$ cat src/rtl/ecc_gf_pkg.sv
`timescale 1ns/1ps
package ecc_gf_pkg;
  localparam int GF_M = 6;
  localparam logic [GF_M:0] GF_POLY = 7'b1000011;
  localparam int GF_N = (1 << GF_M) - 1;

  typedef logic [GF_M-1:0] gf_t;

  typedef enum logic [1:0] {
    ECNT_NONE = 2'b00,
    ECNT_ONE  = 2'b01,
    ECNT_TWO  = 2'b10,
    ECNT_MANY = 2'b11
  } ecnt_e;

  function automatic gf_t gf_xtime(gf_t a);
    gf_t r;
    r = {a[GF_M-2:0], 1'b0};
    if (a[GF_M-1]) r = r ^ GF_POLY[GF_M-1:0];
    return r;
  endfunction

  function automatic gf_t gf_mul(gf_t a, gf_t b);
    gf_t acc;
    acc = '0;
    for (int k = GF_M - 1; k >= 0; k--) begin
      acc = gf_xtime(acc);
      if (b[k]) acc = acc ^ a;
    end
    return acc;
  endfunction

  function automatic gf_t gf_alpha(int e);
    gf_t r;
    r = gf_t'(1);
    for (int k = 0; k < e; k++) r = gf_xtime(r);
    return r;
  endfunction
endpackage

$ cat src/rtl/cc_syn_bank.sv
`timescale 1ns/1ps
module cc_syn_bank #(
  parameter int W = 6
) (
  input  logic         clk,
  input  logic         rst,
  input  logic         ld,
  input  logic [W-1:0] d,
  output logic [W-1:0] q
);
  // Falling-edge capture: the clock-enable replaces the gated register clock.
  always_ff @(negedge clk) begin
    if (rst)     q <= '0;
    else if (ld) q <= d;
  end
endmodule

$ cat src/rtl/cc_se_locator.sv
`timescale 1ns/1ps
module cc_se_locator
  import ecc_gf_pkg::*;
#(
  parameter int NBITS = GF_N
) (
  input  gf_t              s1,
  output logic [NBITS-1:0] err
);
  // One column comparator per position; zero never matches a column.
  for (genvar i = 0; i < NBITS; i++) begin : g_col
    localparam gf_t COL = gf_alpha(i);
    assign err[i] = (s1 == COL);
  end
endmodule

$ cat src/rtl/cc_de_locator.sv
`timescale 1ns/1ps
module cc_de_locator
  import ecc_gf_pkg::*;
#(
  parameter int NBITS = GF_N
) (
  input  gf_t              s1,
  input  gf_t              s3,
  output logic [NBITS-1:0] err
);
  gf_t  s1_sq;
  gf_t  k_term;
  logic s1_nz;

  // Locator scaled by s1: s1*x^2 + s1^2*x + (s1^3 + s3) = 0 at x = alpha^i.
  assign s1_sq  = gf_mul(s1, s1);
  assign k_term = gf_mul(s1_sq, s1) ^ s3;
  assign s1_nz  = |s1;

  for (genvar i = 0; i < NBITS; i++) begin : g_root
    localparam gf_t X1 = gf_alpha(i);
    localparam gf_t X2 = gf_alpha((2 * i) % GF_N);
    gf_t val;
    assign val    = gf_mul(s1, X2) ^ gf_mul(s1_sq, X1) ^ k_term;
    assign err[i] = s1_nz && (val == '0);
  end
endmodule

$ cat src/rtl/adaptive_corr_ctrl.sv
`timescale 1ns/1ps
module adaptive_corr_ctrl
  import ecc_gf_pkg::*;
#(
  parameter int NBITS = GF_N
) (
  input  logic             clk,
  input  logic             rst,
  input  logic [1:0]       ecnt_flag,
  input  logic [GF_M-1:0]  syn1,
  input  logic [GF_M-1:0]  syn3,
  input  logic [NBITS-1:0] rx_word,
  output logic [NBITS-1:0] fix_word,
  output logic [1:0]       fix_flag
);
  localparam int DEW = 2 * GF_M;

  ecnt_e            flag_q;
  logic [NBITS-1:0] rx_q;
  logic             se_ld;
  logic             de_ld;
  gf_t              se_s1_q;
  logic [DEW-1:0]   de_q;
  logic [NBITS-1:0] se_err;
  logic [NBITS-1:0] de_err;
  logic [NBITS-1:0] err_sel;

  assign se_ld = (ecnt_e'(ecnt_flag) == ECNT_ONE);
  assign de_ld = (ecnt_e'(ecnt_flag) == ECNT_TWO);

  // Word and flag travel alongside the banks on the same falling edge.
  always_ff @(negedge clk) begin
    if (rst) begin
      flag_q <= ECNT_NONE;
      rx_q   <= '0;
    end else begin
      flag_q <= ecnt_e'(ecnt_flag);
      rx_q   <= rx_word;
    end
  end

  cc_syn_bank #(.W(GF_M)) u_se_bank (
    .clk (clk), .rst (rst), .ld (se_ld), .d (syn1), .q (se_s1_q)
  );

  cc_syn_bank #(.W(DEW)) u_de_bank (
    .clk (clk), .rst (rst), .ld (de_ld), .d ({syn3, syn1}), .q (de_q)
  );

  cc_se_locator #(.NBITS(NBITS)) u_se_loc (
    .s1 (se_s1_q), .err (se_err)
  );

  cc_de_locator #(.NBITS(NBITS)) u_de_loc (
    .s1 (de_q[GF_M-1:0]), .s3 (de_q[DEW-1:GF_M]), .err (de_err)
  );

  // Three-way choice of error vector: zero, single or double.
  always_comb begin
    unique case (flag_q)
      ECNT_ONE: err_sel = se_err;
      ECNT_TWO: err_sel = de_err;
      default:  err_sel = '0;
    endcase
  end

  always_ff @(posedge clk) begin
    if (rst) begin
      fix_word <= '0;
      fix_flag <= 2'b00;
    end else begin
      fix_word <= rx_q ^ err_sel;
      fix_flag <= flag_q;
    end
  end

  AST_SE_HOLD: assert property (@(posedge clk) disable iff (rst)
    (flag_q != ECNT_ONE) |-> $stable(se_s1_q));
  AST_DE_HOLD: assert property (@(posedge clk) disable iff (rst)
    (flag_q != ECNT_TWO) |-> $stable(de_q));
  AST_BYPASS: assert property (@(posedge clk) disable iff (rst)
    (fix_flag == 2'b00 || fix_flag == 2'b11) |-> (fix_word == $past(rx_q)));
  AST_SE_ONEBIT: assert property (@(posedge clk) disable iff (rst)
    (fix_flag == 2'b01) |-> ($countones(fix_word ^ $past(rx_q)) <= 1));
  AST_DE_TWOBIT: assert property (@(posedge clk) disable iff (rst)
    (fix_flag == 2'b10) |-> ($countones(fix_word ^ $past(rx_q)) <= 2));
endmodule

$ cat config.mk
export PLATFORM = sky130hd
export DESIGN_NAME = adaptive_corr_ctrl
export DESIGN_NICKNAME = d
export VERILOG_FILES = /design/src/rtl/ecc_gf_pkg.sv /design/src/rtl/cc_syn_bank.sv /design/src/rtl/cc_se_locator.sv /design/src/rtl/cc_de_locator.sv /design/src/rtl/adaptive_corr_ctrl.sv
export SDC_FILE = /design/constraint.sdc
export NUM_CORES = 1
export LEC_CHECK = 0
export BUFFER_PORTS_ARGS = -buffer_cell sky130_fd_sc_hd__buf_2
export CAP_MARGIN = 15
export CORE_ASPECT_RATIO = 1.75
export CORE_UTILIZATION = 51
export DETAILED_ROUTE_END_ITERATION = 8
export PLACE_DENSITY = 0.7
export SLEW_MARGIN = 5
export SYNTH_ARGS = -nofsm -noshare
export SYNTH_HDL_FRONTEND = slang
export SYNTH_SLANG_ARGS = --single-unit
$ cat constraint.sdc
create_clock -name clk -period 10.3 [get_ports clk]
set_input_delay 0.515 -clock clk [delete_from_list [all_inputs] [get_ports clk]]
set_output_delay 0.515 -clock clk [all_outputs]
set_load 0.02 [all_outputs]
# Word level (Yosys, flattened, before mapping)
# Cells that the tools add are included.
dict set report op_classes {
  bitwise_logic 272
  eq_ne 67
  n_reduce_logical 127
  muxes 85
}
# cell n
set ops {}
lappend ops {{bitwise XOR 6 bit} 199}
lappend ops {{zero test 6 bit} 63}
lappend ops {{== test 6 bit (second input constant)} 32}
lappend ops {{2-to-1 mux 2 bit} 72}
lappend ops {{inverter 2 bit} 72}
lappend ops {{case mux 63 bit (2 select lines)} 1}
lappend ops {{== test 6 x 5 -> 1 bit (second input constant)} 16}
lappend ops {{2-to-1 mux 6 bit} 12}
lappend ops {{logical AND 1 bit} 63}
lappend ops {{bitwise XOR 63 bit} 1}
lappend ops {{== test 6 x 4 -> 1 bit (second input constant)} 8}
lappend ops {{== test 6 x 3 -> 1 bit (second input constant)} 4}
lappend ops {{== test 6 x 2 -> 1 bit (second input constant)} 2}
lappend ops {{== test 6 x 1 -> 1 bit (second input constant)} 1}
lappend ops {{OR reduction 6 bit} 1}
lappend ops {{== test 2 x 1 -> 1 bit (second input constant)} 2}
lappend ops {{== test 2 bit (second input constant)} 2}
dict set report totals {
  word_cells 557
  input_bits 79
  out_inout_bits 65
  regBits 148
}

# Depth between registers and ports, before layout
# Gate-level depths: netlist (run 1).
dict set report depth {
  word_depth 48
  ltp_mapped 20
  ltp_nobuf 15
}

# Hierarchy
# From an unflattened synthesis (run 1), not the netlist that was laid out.
dict set report unflattened {
  cells_unflattened 1968
  hier_area_um2 17061.4
}
# mod instances area_each_um2 seq_area_each_um2 cells_per_inst
set modules_own_cells {}
lappend modules_own_cells {cc_de_locator 1 11160.7 0.0 1317}
lappend modules_own_cells {adaptive_corr_ctrl 1 4800.9 2602.5 498}
lappend modules_own_cells {cc_se_locator 1 457.9 0.0 94}
lappend modules_own_cells {{cc_syn_bank at u_de_bank} 1 424.2 240.2 39}
lappend modules_own_cells {{cc_syn_bank at u_se_bank} 1 217.7 120.1 20}

==> results of run 1 <==
==> cell usage in the layout, fill, tap and decap left out, types with 54 or more instances in the layout <==
cell type	netlist	final
inv_1	13	95
buf_4	16	163
nand2_1	101	101
xor2_1	191	191
buf_2	33	142
nor2b_1	88	88
xnor2_1	690	682
dfxtp_1	148	147
nor2_1	125	125
xnor3_1	58	54
==> path summary, 6_finish.rpt <==
check        depth (start not counted)  slack [ps]            from        endpoint
max                                 12         -50  u_de_bank.q[5]    fix_word[59]
min                                  2         480  u_de_bank.q[9]  u_de_bank.q[9]
max reg2reg                         12         -50  u_de_bank.q[5]    fix_word[59]
min reg2reg                          2         480  u_de_bank.q[9]  u_de_bank.q[9]
==> per-stage QoR <==
stage / cells / util [%] / cell area (µm²) / setup slack [ps] / setup TNS (ps)
2_1_floorplan: 2015 / - / 17700 / 142 / 0
5_1_grt: 2779 / 60.7 / 20900 / 18.5 / 0
4_1_cts: 2776 / 60.4 / 20800 / 9.60 / 0
3_5_place_dp: 2662 / 57.7 / 19800 / -87.9 / -90.5
6_report: 2779 / 60.7 / 20900 / -46.4 / -46.4
3_3_place_gp: 2661 / 57.7 / 19800 / -8.54 / -8.54
==> power by group <==
group / switching (mW) / internal, mW / leakage [nW]
logic: 1.61 / 1.14 / 6.37
registers: 0.0192 / 0.606 / 1.22
clock network: 0.402 / 0.398 / 0.744
total: 2.04 / 2.14 / 8.34
==> per-layer routing <==
layer / global-route usage (%) / vias up / share of wire, %
met1: 55.2 / 7878 / 34
li1: - / 7216 / -
met5: 0.427 / - / 0.015
met2: 74.3 / 1246 / 43
met4: 48.6 / 2 / 12
met3: 12.4 / 485 / 11
==> area by class of cell <==
class                      count  area [µm²]  area share, %
multi-input combinational   1724       14200           68.2
sequential                   148        2960           14.2
timing repair buffer         314        2110           10.1
tap                          460         576           2.76
clock inverter                97         478           2.29
clock buffer                  18         439           2.11
inverter                      18        67.6          0.324
==> registers in the layout, summed over array words and instances, names as in the netlist <==
signal and cells:
fix_flag 2, fix_word 63, flag_q 2, rx_q 63
u_de_bank.q 12, u_se_bank.q 6
==> worst max-delay path, cell delays in order, from the launching register on <==
cell	delay, ps
dfxtp_1	480
ha_1	430
buf_4	220
xor2_1	350
xnor2_1	330
nor3_1	150
a311oi_4	710
xnor3_1	850
xnor2_1	240
nor4_1	760
a21oi_1	260
xor2_1	190
nor2_1	50
==> cells by family after synthesis <==
| family | after synthesis | share of synthesized area, % |
|---|---|---|
| xor gates and xnor gates | 967 | 54.1 |
| and+or+nand+nor | 541 | 15.7 |
| buffers and inverters | 143 | 3.81 |
| adders and majority gates | 14 | 0.989 |
| DFF | 148 | 16.7 |
| AOI/OAI and AO/OA | 169 | 6.55 |
| muxes | 33 | 2.12 |
==> repair_timing <==
action                     in CTS  in global routing
pin swaps                       0                  1
gates cloned                    0                  0
setup endpoints to repair       2                 25
setup buffers                   0                  2
gates resized for setup         2                 13
==> summary.txt, run 1 <==
Route
  – Final ANT Viol Nets: 0
  – Routed wire per std cell: 31.2 µm
  – DRC viols: 0
  – Final wirelength: 86800 µm
  – Via count: 16827
  – Initial DRC Count: ~1800
  – Drt pass-1 iters: 6
  – Average vias per placed instance: 6.06

STA
  – Pins Over Slew Limit: 0
  – Hold slack: around 480 ps
  – Final hold violation count: 0
  – RSZ-0062 raised after global routing: no
  – Slew headroom: between 10% and 20%
  – Final worst slack: -46.4 ps
  – Setup violations, final: 1
  – Skew final: 63.1 ps
  – Slew of the pin with the lowest slew margin: 1300 ps

Global route
  – Tot GR Track Use: 49.3%
  – Global route overflow: 0
  – Largest net degree at the start of global routing: between 80 and 90
  – Initial antenna violation count: 1
  – Vias in the first global route: roughly 17000
  – First-pass GRT wire length: around 120000 µm

Setup path
  – Req. time, crit path: 10600 ps
  – Setup crit start kind: register
  – WS Path Type: reg2reg
  – CP endpoint kind: register
  – Data arrival time of the critical path: 10650 ps
  – Crit-path max FO: 6

Placed design
  – Hpwl dp: 67600 µm
  – Placer's final routability congestion estimate: 1.11
  – Port Buffers: 143

Power and ir drop
  – VDD IR-drop max: between 0.1 and 0.15 mV
  – Leakage: 8.34 nW
  – Pwr dens: around 200 nW/µm²
  – Overall Power: 4.18 mW

Yosys
  – Yosys warning count: 0
  – Top cell type by total area after synthesis: xnor2_1
  – Seq/Total Area, Yosys: 16.7%
  – Most common cell in the synthesized netlist: xnor2_1
  – Cell count after synthesis: 2015
  – Mapped cell area: 17700 µm²
  – Post-Syn Area per Cell: 8.79 µm²
  – Dominant cells by area after synthesis: xnor2_1 34%, dfxtp_1 17%, xor2_1 9.4%
  – Commonest cells post-synth: 690 x xnor2_1, 191 x xor2_1, 148 x dfxtp_1
  – Mapped Nets: 2108
  – EDFF count, synth: 0
  – Ys async rst share: 0%
  – Proportion of netlist area held by the largest area contributor: 34.1%
  – Synth unique cells: 76
  – Most used DFF post-synth: dfxtp_1
  – Yosys reg bits: 148

Final layout
  – Final-stage net count: 2399
  – FILL cells: between 3000 and 4000
  – Area grow syn2layout: 17.8%
  – Layout cells sized above 1: 18.0%
  – # diodes: 0

Clocking
  – CTS Hold Buffers Added: 0
  – CTS Buffer Depth: 2
  – Clock sink count: 148
  – CTS tree: done
  – H-tree depth: 4
  – CTS clock-pin slew for the worst setup and hold paths: around 70 ps
  – Worst skew pair latency: 500 ps
  – Root Driver: clkbuf_16
  – Num CTS Buffers: 17

Job
  – Max Cap Viol: 0

Worst hold path
  – Min-Delay Path Class: reg2reg

Die
  – Core area: 34300 µm²
  – Die height: approximately 250 µm
  – Initial core utilization: 51.6%
  – Die ar.: 35500 µm²
  – Io pins: approximately 140
  – Die Wd: 143 µm
  – # rows: 90

Status
  – Status: finished, violations left
  – Failing checks: negative setup slack
Power figures use the tool's default switching activity.
==> run 2: changes to the inputs <==
--- a/config.mk
+++ b/config.mk
@@ -7,10 +7,12 @@
 export LEC_CHECK = 0
 export BUFFER_PORTS_ARGS = -buffer_cell sky130_fd_sc_hd__buf_2
 export CAP_MARGIN = 15
+export CELL_PAD_IN_SITES_DETAIL_PLACEMENT = 1
+export CELL_PAD_IN_SITES_GLOBAL_PLACEMENT = 1
 export CORE_ASPECT_RATIO = 1.75
-export CORE_UTILIZATION = 51
+export CORE_UTILIZATION = 52
 export DETAILED_ROUTE_END_ITERATION = 8
-export PLACE_DENSITY = 0.7
+export PLACE_DENSITY = 0.89
 export SLEW_MARGIN = 5
 export SYNTH_ARGS = -nofsm -noshare
 export SYNTH_HDL_FRONTEND = slang
==> summary.txt, run 2 <==
Status
  – Status: aborted with a tool error (was finished, violations left)
  – Halt Stage: global routing
  – Run Error: [ERROR GRT-0116] Global routing finished with congestion. Check the congestion regions in the DRC Viewer.

Clocking
  – # Post-CTS Setup Buffers: 0 (unchanged)
  – CTS Hold Buffers Added: 0 (unchanged)
  – Num CTS Buffers: 17 (unchanged)
  – CTS Buffer Depth: 2 (unchanged)
  – Root Driver: clkbuf_16 (unchanged)
  – Clock sink count: 148 (unchanged)
  – H-tree depth: 4 (unchanged)

Die
  – Die height: 246 µm (was 249 µm)
  – Initial core utilization: 52.7% (was 51.6%)
  – # rows: 89 (was 90)
  – Die Wd: 142 µm (was 143 µm)
  – Io pins: 144 (unchanged)

Placed design
  – Port Buffers: 143 (unchanged)
  – Placer's final routability congestion estimate: 1.24 (was 1.11)
  – Hpwl dp: 71100 µm (was 67600 µm)
  – Place WS: -120 ps (was -87.9 ps)
  – Cell total after placement: 2622 (was 2662)

Yosys
  – Most used DFF post-synth: dfxtp_1 (unchanged)
  – Commonest cells post-synth: 690 x xnor2_1, 191 x xor2_1, 148 x dfxtp_1 (unchanged)
  – Yosys reg bits: 148 (unchanged)
  – Post-Syn Area per Cell: 8.79 µm² (unchanged)
  – EDFF count, synth: 0 (unchanged)
  – Proportion of netlist area held by the largest area contributor: 34.1% (unchanged)
  – Mapped cell area: 17700 µm² (unchanged)
  – Cell count after synthesis: 2015 (unchanged)
  – Top cell type by total area after synthesis: xnor2_1 (unchanged)
  – Most common cell in the synthesized netlist: xnor2_1 (unchanged)
  – Seq/Total Area, Yosys: 16.7% (unchanged)
  – Dominant cells by area after synthesis: xnor2_1 34%, dfxtp_1 17%, xor2_1 9.4% (unchanged)
  – Mapped Nets: 2108 (unchanged)
  – Yosys warning count: 0 (unchanged)
  – Synth unique cells: 76 (unchanged)
  – Ys async rst share: 0% (unchanged)

Global route
  – Vias in the first global route: 22973
  – First-pass GRT wire length: 180000 µm
  – Global route overflow: 52
  – Largest net degree at the start of global routing: 83
  – Tot GR Track Use: 72.7%
==> run 2: cell counts after synthesis <==
No cell type changed its count.
==> run 2: repair_timing <==
| action | 4_1_cts |
|---|---|
| cloned | 0 |
| setup endpoints to repair | 27 |
| pin swaps | 0 |
| gates resized for setup | 18 |
==> run 2: per-stage QoR <==
stage / cell area [µm²] / util, % / TNS (ps)
3_3_place_gp: 19600 / 58.1 / 0
4_1_cts: 20500 / 61.1 / 0
3_5_place_dp: 19600 / 58.1 / -245
2_1_floorplan: 17700 / - / 0
==> run 2: logic make-up after synthesis <==
kind of cell             count (synthesis)  share of synthesized area (%)
AND/OR/NAND/NOR                        541                           15.7
adder cells (fa/ha/maj)                 14                          0.989
multiplexers                            33                           2.12
flip-flops                             148                           16.7
XOR/XNOR                               967                           54.1
AO/OA/AOI/OAI                          169                           6.55
buffers and inverters                  143                           3.81
==> run 2: metal layers <==
layer	GRT usage [%]	GRT overflow
met5	28.1	1
met1	69.4	0
met4	74.9	23
met3	56.2	1
met2	92.5	27
==> run 3: changes to the inputs <==
--- a/config.mk
+++ b/config.mk
@@ -7,12 +7,9 @@
 export LEC_CHECK = 0
 export BUFFER_PORTS_ARGS = -buffer_cell sky130_fd_sc_hd__buf_2
 export CAP_MARGIN = 15
-export CELL_PAD_IN_SITES_DETAIL_PLACEMENT = 1
-export CELL_PAD_IN_SITES_GLOBAL_PLACEMENT = 1
-export CORE_ASPECT_RATIO = 1.75
-export CORE_UTILIZATION = 52
+export CORE_UTILIZATION = 40
 export DETAILED_ROUTE_END_ITERATION = 8
-export PLACE_DENSITY = 0.89
+export PLACE_DENSITY_LB_ADDON = 0.15
 export SLEW_MARGIN = 5
 export SYNTH_ARGS = -nofsm -noshare
 export SYNTH_HDL_FRONTEND = slang
==> summary.txt, run 3 (synthesis results as in run 1) <==
Status
  – Status: finished, violations left (was aborted with a tool error)
  – Failing checks: negative setup slack

Setup path
  – WS Path Type: reg2reg
  – R2R cell count: 15
  – Largest incremental delay on the critical path: 880 ps
  – Reg-to-reg endpoint: fix_word[15]
  – FF-to-FF setup slack: -2 ps
  – Setup crit start: u_de_bank.q[4]
  – Crit-path max FO: 17
  – Reg2Reg Launch Point: u_de_bank.q[4]
  – Cells along the critical path: inv_2 -> ha_1 -> mux2i_4 -> buf_4 -> xnor2_4 -> xnor2_2 -> buf_4 -> xor2_1 -> buf_4 -> xor2_1 -> xnor2_1 -> nor4_1 -> o2111ai_1 -> o22ai_1 -> mux2_2
  – Cell mode on critical path: buf_4
  – Setup crit start kind: register
  – Critical path destination: fix_word[15]
  – Data arrival time of the critical path: around 11000 ps
  – CP endpoint kind: register
  – Req. time, crit path: 10640 ps
  – Critical path's slowest cell: xnor2_2

Clocking
  – CTS clock-pin slew for the worst setup and hold paths: 70 ps
  – CTS Hold Buffers Added: 0 (unchanged)
  – Clock sink count: 148 (unchanged)
  – H-tree depth: 4 (unchanged)
  – CTS tree: done
  – Root Driver: clkbuf_16 (unchanged)
  – CTS Buffer Depth: 2 (unchanged)
  – Num CTS Buffers: 17 (unchanged)
  – Worst skew pair latency: 470 ps

Power and ir drop
  – Seq pwr share: between 15 and 20%
  – Leakage: 8.39 nW
  – Cell-internal power: 2.14 mW
  – Overall Power: 4.15 mW
  – VDD IR-drop max: approximately 0.12 mV
  – Clk pwr share: 18.1%
  – Pwr dens: 197 nW/µm²
  – Psw: 2.01 mW
  – Comb pwr share: 66.8%
  – Switching share of power: 48.4%

STA
  – Slew headroom: under 10%
  – RSZ-0062 raised after global routing: no
  – Setup violations, final: 1
  – Pins Over Slew Limit: 0
  – Slew of the pin with the lowest slew margin: 1360 ps
  – Final hold violation count: 0
  – Final worst slack: -2.08 ps
  – Skew final: 35.2 ps

Die
  – Io pins: 144 (unchanged)
  – Core area: 43400 µm²
  – Die height: 212 µm (was 246 µm)
  – Die Wd: 212 µm (was 142 µm)
  – # rows: 76 (was 89)
  – Die ar.: 45100 µm²
  – Initial core utilization: 40.8% (was 52.7%)

Global route
  – Vias in the first global route: 15915
  – Global route overflow: 0
  – Met1 Track Usage GR: 52.6%
  – Largest net degree at the start of global routing: 81
  – Met2 Use GR: 61.0%
  – Tot GR Track Use: 40.9%
  – First-pass GRT wire length: 125000 µm
  – Initial antenna violation count: 0
  – Met3 usage: 9.48%
  – Grt peak-use layer: met2

Final layout
  – FILL cells: 4359
  – Layout cells sized above 1: about 18%
  – Most frequent cells in the layout: 679 x xnor2_1, 190 x xor2_1, 179 x buf_4
  – Commonest non-fill, non-tap cell in the layout: xnor2_1
  – Regs by FF count: fix_word: 63 flops, rx_q: 63 flops, u_de_bank.q: 12 flops
  – Final-stage net count: 2412
  – Area grow syn2layout: 18.8%
  – Reg area: between 2000 and 3000 µm²
  – Area occupied by multi-input gates: 14200 µm²
  – # diodes: 0

Placed design
  – Place WS: -210 ps (was -120 ps)
  – Port Buffers: 143 (unchanged)
  – Hpwl dp: 72100 µm (was 71100 µm)
  – Placer's final routability congestion estimate: 1.05 (was 1.24)

Route
  – Initial DRC Count: about 2100
  – DRC viols: 0
  – Routed wire per std cell: approximately 32 µm
  – Final ANT Viol Nets: 0
  – Average vias per placed instance: 5.69
  – Via count: 16604
  – Drt pass-1 iters: 5
  – Final wirelength: 92200 µm

Worst hold path
  – Min-Delay Path Class: in2reg
  – Hold path depth: 2

Job
  – Max Cap Viol: 0
[run 3: worst min path at each step]
stage                         from        endpoint  slack, ps
CTS                            rst    fix_word[18]        370
floorplan           u_de_bank.q[8]  u_de_bank.q[8]        440
detailed placement  u_de_bank.q[6]  u_de_bank.q[6]        500
global placement    u_de_bank.q[7]  u_de_bank.q[7]        480
global route                   rst    fix_word[18]        390
finish                         rst    fix_word[18]        380
[run 3: critical path, delay by kind of cell (launching register included)]
kind / cells / cell delay [ps]
AOI/OAI and AO/OA: 2 / 710
xor gates and xnor gates: 5 / 1450
adders and majority gates: 1 / 270
buffers and inverters: 4 / 960
DFF: 1 / 590
muxes: 2 / 580
and+or+nand+nor: 1 / 410
[run 3: power groups by stage]
stage / Clock (mW) / Sequential, mW / Combinational (mW)
floorplan: 0.0494 / 0.646 / 1.81
global placement: 0.0494 / 0.636 / 2.69
detailed placement: 0.0494 / 0.636 / 2.68
CTS: 0.772 / 0.626 / 2.70
global route: 0.820 / 0.628 / 2.86
finish: 0.753 / 0.626 / 2.77
[run 3: layout make-up]
class                      count  share of cell area, %
timing repair buffer         327                   10.3
sequential                   148                   14.1
clock buffer                  18                   2.14
tap                          585                   3.48
clock inverter                97                   2.12
multi-input combinational   1724                   67.5
inverter                      18                  0.321
[run 3: per-layer routing]
metal / routed length (µm) / part of all wire, %
met1: 36900 / 40
met4: 6740 / 7.3
met2: 39300 / 43
met5: 0 / 0
met3: 9260 / 10
[run 3: timing repair]
action / in CTS / in global routing
setup endpoints to repair: 6 / 4
setup buffers: 0 / 0
gates resized for setup: 2 / 4
[run 3: metrics by stage]
stage | util [%] | hold WS, ps | TNS (ps) | area [µm²] | std cells
6_report | 48.5 | 377 | -2.08 | 21000 | 2917
5_1_grt | 48.5 | 388 | 0 | 21000 | 2917
4_1_cts | 48.5 | 365 | 0 | 21000 | 2917
3_5_place_dp | 46.4 | 496 | -314 | 20100 | 2803
3_3_place_gp | 46.3 | 476 | -136 | 20100 | 2802
2_1_floorplan | - | 437 | 0 | 17700 | 2015
